===== src/rtl/lane_cfg_bank.sv =====
module lane_cfg_bank #(
  parameter int NLANE = 4,
  parameter int DW = 16,
  parameter int AW = 8,
  parameter logic [AW-1:0] ADDR_GLB = 8'h06,
  parameter logic [AW-1:0] ADDR_A = 8'h07,
  parameter logic [AW-1:0] ADDR_B = 8'h08,
  parameter logic [DW-1:0] GLB_RST = 16'hF115,
  parameter int MASK_LSB = 12
) (
  input  logic              clk,
  input  logic              rst_n,
  input  logic              we,
  input  logic [AW-1:0]     addr,
  input  logic [DW-1:0]     wdata,
  output logic [DW-1:0]     rdata,
  output logic              rd_invalid,
  input  logic              pd_n,
  input  logic              glob_pd,
  output logic              pll_en,
  output logic [1:0]        loop_bw,
  output logic [3:0]        mpy,
  output logic [NLANE*DW-1:0] lane_a,
  output logic [NLANE*DW-1:0] lane_b
);
  logic [DW-1:0]    glb;
  logic [NLANE-1:0] mask;
  logic             onehot;
  logic [DW-1:0]    sel_a, sel_b;

  assign mask   = glb[MASK_LSB +: NLANE];
  assign onehot = (mask != '0) && ((mask & (mask - 1'b1)) == '0);
  assign pll_en = glb[4] & pd_n & ~glob_pd;
  assign loop_bw = glb[9:8];
  assign mpy    = glb[3:0];

  always_ff @(posedge clk or negedge rst_n)
    if (!rst_n) glb <= GLB_RST;
    else if (we && addr == ADDR_GLB) glb <= wdata;

  for (genvar g = 0; g < NLANE; g++) begin : g_lane
    always_ff @(posedge clk or negedge rst_n)
      if (!rst_n) begin
        lane_a[g*DW +: DW] <= '0;
        lane_b[g*DW +: DW] <= '0;
      end else if (we && mask[g]) begin
        if (addr == ADDR_A) lane_a[g*DW +: DW] <= wdata;
        if (addr == ADDR_B) lane_b[g*DW +: DW] <= wdata;
      end


    lane_a_wr_chk: assert property (@(posedge clk) disable iff (!rst_n)
      (we && addr == ADDR_A && mask[g]) |=> lane_a[g*DW +: DW] == $past(wdata));

    lane_hold_chk: assert property (@(posedge clk) disable iff (!rst_n)
      (!mask[g] || !we) |=> $stable(lane_a[g*DW +: DW]) && $stable(lane_b[g*DW +: DW]));
  end

  always_comb begin
    sel_a = '0;
    sel_b = '0;
    for (int i = 0; i < NLANE; i++)
      if (mask[i]) begin
        sel_a = sel_a | lane_a[i*DW +: DW];
        sel_b = sel_b | lane_b[i*DW +: DW];
      end
  end

  always_comb begin
    rdata = '0;
    rd_invalid = 1'b0;
    if (addr == ADDR_GLB) rdata = glb;
    else if (addr == ADDR_A || addr == ADDR_B) begin
      if (!onehot) rd_invalid = 1'b1;
      else rdata = (addr == ADDR_A) ? sel_a : sel_b;
    end
  end


  invalid_zero_chk: assert property (@(posedge clk) disable iff (!rst_n)
    rd_invalid |-> rdata == '0);

  pll_off_chk: assert property (@(posedge clk) disable iff (!rst_n)
    (!pd_n || glob_pd) |-> !pll_en);

  unmapped_chk: assert property (@(posedge clk) disable iff (!rst_n)
    (addr != ADDR_GLB && addr != ADDR_A && addr != ADDR_B) |-> (rdata == '0 && !rd_invalid));

  glb_wr_chk: assert property (@(posedge clk) disable iff (!rst_n)
    (we && addr == ADDR_GLB) |=> {loop_bw, mpy} == {$past(wdata[9:8]), $past(wdata[3:0])});
endmodule


===== config.mk =====
export PLATFORM = sky130hd
export DESIGN_NAME = lane_cfg_bank
export DESIGN_NICKNAME = d
export VERILOG_FILES = /design/src/rtl/lane_cfg_bank.sv
export SDC_FILE = /design/constraint.sdc
export NUM_CORES = 1
export LEC_CHECK = 0
export BUFFER_PORTS_ARGS = -buffer_cell sky130_fd_sc_hd__buf_2
export CAP_MARGIN = 20
export CORE_MARGIN = 2
export CORE_UTILIZATION = 30
export CTS_CLUSTER_DIAMETER = 150
export DETAILED_ROUTE_END_ITERATION = 10
export GPL_TIMING_DRIVEN = 0
export PLACE_DENSITY = 0.49
export SYNTH_ARGS = -nofsm -noshare
export SYNTH_HDL_FRONTEND = slang
export SYNTH_SLANG_ARGS = --single-unit

===== constraint.sdc =====
create_clock -name clk -period 2.1 [get_ports clk]
set_input_delay 0 -clock clk [delete_from_list [all_inputs] [get_ports clk]]
set_output_delay 0 -clock clk [all_outputs]
set_load 0.1 [all_outputs]

==> impl_summary.log <==
[metrics] total count of hold-check failures in the final report: 0
[metrics] die height: roughly 150 µm
[metrics] worst-case headroom to the max-slew limit: roughly 44%
[metrics] cell type with the largest total area after synthesis: sky130_fd_sc_hd__dfrtp_1
[metrics] failing checks: setup timing
[metrics] critical path class: reg2out
[metrics] total track usage: roughly a fifth
[metrics] maximum number of pins on one net before global-route repair: 86
[metrics] power density over the cells: ~690 mW/mm²
[metrics] area taken by multi-input logic gates: ~0.0028 mm²
[metrics] via count: between 4000 and 5000
[metrics] Seq/Total Area, Yosys: roughly 54%
[metrics] crit end category: primary output
[metrics] clock tree from TritonCTS: yes
[metrics] Worst Setup Start Kind: flop
[metrics] main area contributors after synthesis: sky130_fd_sc_hd__dfrtp_1 (51%), sky130_fd_sc_hd__mux2_2 (18%), sky130_fd_sc_hd__mux2_4 (8.5%)
[metrics] post-synthesis async set-or-reset flop share: 100%
[metrics] CTS sink count: ~140
[metrics] Core ar.: 0.0218 mm²
[metrics] number of nets in the layout: between 700 and 800
[metrics] number of standard cells after synthesis: 468
[metrics] storage element area: approximately 0.0036 mm²
[metrics] DR pass1 iterations: 4
[metrics] final hold slack: ~0.014 ns
[metrics] number of enable flip-flop cells after synthesis: 0
[metrics] count of unresolved DRC violations after routing: 0
[metrics] post-route clock skew: about 0.0079 ns
[metrics] fraction of layout instances using a drive strength above 1: between 60% and 70%
[metrics] Detailed Route WL: approximately 23000 µm
[metrics] final critical path time including I/O delays and setup: about 2.2 ns
[metrics] number of placement rows: 54
[metrics] setup TNS: -1.16 ns
[metrics] most frequently used cell type in the post-synthesis netlist: sky130_fd_sc_hd__dfrtp_1
[metrics] number of global-route vias before repair: between 5000 and 6000
[metrics] total congestion overflow: 0
[metrics] R2R cell count: 4
[metrics] Overall Power: ~6.3 mW
[metrics] Die Outline Area: roughly 0.023 mm²
[metrics] number of different library cells in the post-synthesis netlist: 28
[metrics] post-route fraction of the period consumed by the critical path: 105%
[metrics] leading post-synthesis cells by instance count: sky130_fd_sc_hd__dfrtp_1 (136), sky130_fd_sc_hd__mux2_2 (104), sky130_fd_sc_hd__a22oi_1 (64), sky130_fd_sc_hd__mux2_4 (38), sky130_fd_sc_hd__nand3_1 (33)
[metrics] Final setup violation count: 16
[metrics] Routability Congestion: between 0.8 and 0.9
[metrics] flops & latches, synth: between 100 and 150
[metrics] maximum vdd ir drop: between 0.4 and 0.5 mV
[metrics] H-Tree Level Count: 4
[metrics] final max-slew violation count: 0
[metrics] number of ports placed on the die boundary: about 180
[metrics] TritonCTS Buffers: 17
[metrics] fraction of the core area covered by cells at the end of the flow: 41.8%
[metrics] wire length of the first global-routing pass: approximately 34000 µm
[metrics] reg-to-reg slack, setup: 0.55 ns
[metrics] Area growth, synth to finish: 36.6%
[metrics] count of inserted antenna diode cells: 0
[metrics] Critical Path Sink: rdata[13]
[metrics] maximum clock path buffer count: 2
[metrics] Syn Std Cell Area: approximately 0.0067 mm²
[metrics] post-DP HPWL: 15800 µm
[metrics] total leakage power: between 5 and 6 nW
[metrics] reg2reg end: lane_a[54]
[metrics] overall die width: ~150 µm
[metrics] Vias/cell: about 5
[metrics] average wire per standard cell: ~23 µm
[metrics] clk_lat worst skew: about 0.42 ns
[metrics] worst path arrival time: around 2.2 ns
[metrics] number of filler instances in the final layout: just over 2000
[metrics] launching point of the worst reg2reg path: glb[15]
[metrics] clock-pin slew reported for the worst setup and hold paths after clock tree synthesis: approximately 0.06 ns
[metrics] top cell type's share of synthesized area: 51.0%
[metrics] Worst Max-Slew Pin Slew: around 0.84 ns
[metrics] PortBufs: 180
[metrics] Final ANT Viol Nets: 0
[metrics] Iter 0 DRT Violations: 241
[metrics] required time of the worst setup path: 2.10 ns
[metrics] antenna violations before repair: 0
[metrics] class of the worst hold path: in2reg
[metrics] post-synthesis area per instance: ~14 µm²
[metrics] min setup slack post-route: -0.100 ns
[metrics] upper clock frequency limit: about 450 MHz
[metrics] most instantiated flip-flop cell in the synthesis netlist: sky130_fd_sc_hd__dfrtp_1
[metrics] starting density of the core: ~31%
[metrics] RSZ-0062 raised after global routing: yes
[metrics] startpoint of the worst setup timing path: glb[14]
[metrics] Root Buffer: sky130_fd_sc_hd__clkbuf_16
[metrics] nets in the synthesized netlist: roughly 500
[metrics] Yosys warning total: 0
[metrics] run status: finished with violations
[metrics] Max FO, Critical Path: 10
[metrics] max-cap check violation count: 0
## layout make-up
| cell class | count | share of cell area, % |
|---|---|---|
| flip-flops and latches | 144 | 39.6 |
| multi-input cells | 285 | 31.1 |
| repair buffers | 199 | 14.8 |
| clock buffers | 19 | 4.97 |
| plain buffers | 39 | 4.09 |
| well taps | 280 | 3.84 |
| clock inverters | 13 | 1.50 |
## routing by layer
metal	GRT usage [%]	up-vias	part of all wire (%)
met1	24.4	2589	42
met3	4.79	34	5.5
met5	0	-	0
li1	-	2211	-
met2	33.2	151	51
met4	6.13	0	2.2
## kinds of logic after synthesis
kind of cell	share of synthesized area, %
multiplexers	26.4
flip-flops	54.1
AO/OA/AOI/OAI	9.88
AND/OR/NAND/NOR	5.61
buffers and inverters	3.81
XOR/XNOR	0.131
## cells in the final DEF, fill, tap and decap left out, types with 14 or more instances in the layout
| master | n |
|---|---|
| sky130_fd_sc_hd__buf_12 | 16 |
| sky130_fd_sc_hd__mux2_4 | 38 |
| sky130_fd_sc_hd__dfrtp_1 | 136 |
| sky130_fd_sc_hd__buf_2 | 164 |
| sky130_fd_sc_hd__a32o_2 | 16 |
| sky130_fd_sc_hd__nand3_1 | 33 |
| sky130_fd_sc_hd__buf_6 | 14 |
| sky130_fd_sc_hd__mux2_2 | 104 |
| sky130_fd_sc_hd__clkbuf_16 | 17 |
| sky130_fd_sc_hd__a22oi_1 | 64 |
| sky130_fd_sc_hd__dlygate4sd3_1 | 16 |
## power breakdown
part           switching, mW  internal [mW]
Combinational          0.295          0.116
Clock                   1.24           1.81
Sequential            0.0170           2.80
Total                   1.55           4.73
## stage by stage
step,area (µm²),cells,setup WS (ns)
3_3_place_gp,7940,928,-0.982
6_report,9120,979,-0.100
4_1_cts,9110,979,-0.0882
5_1_grt,9120,979,-0.198
3_5_place_dp,7970,929,-0.489
2_1_floorplan,6690,468,0.00738
## timing repair
action / in CTS / in global routing
hold buffers: 16 / 0
endpoints found under the setup margin: 17 / 17
gates resized for setup: 112 / 1
setup buffers: 2 / 0
pin swaps: 2 / 0
hold endpoints to repair: 211 / 0
## worst min path at each step
stage	startpoint	end	depth (start not counted)
2_1_floorplan	rst_n	glb[10]	0
3_3_place_gp	wdata[6]	lane_b[22]	2
3_5_place_dp	rst_n	lane_b[1]	1
4_1_cts	wdata[3]	lane_a[19]	2
5_1_grt	wdata[3]	lane_a[35]	2
6_report	wdata[3]	lane_a[19]	2
## sequential cells by signal, summed over array words and instances (netlist names)
| name | cells |
|---|---|
| lane_a | 64 |
| lane_b | 64 |
| glb | 16 |
## worst max-delay path: stages, from the launching register on
cell and delay [ns]:
sky130_fd_sc_hd__dfstp_2 0.57, sky130_fd_sc_hd__xnor2_1 0.07, sky130_fd_sc_hd__or3_1 0.34, sky130_fd_sc_hd__a21boi_2 0.18, sky130_fd_sc_hd__buf_6 0.19, sky130_fd_sc_hd__a32o_2 0.23, sky130_fd_sc_hd__buf_12 0.18
Note: power is estimated with default switching activity, not from simulation.
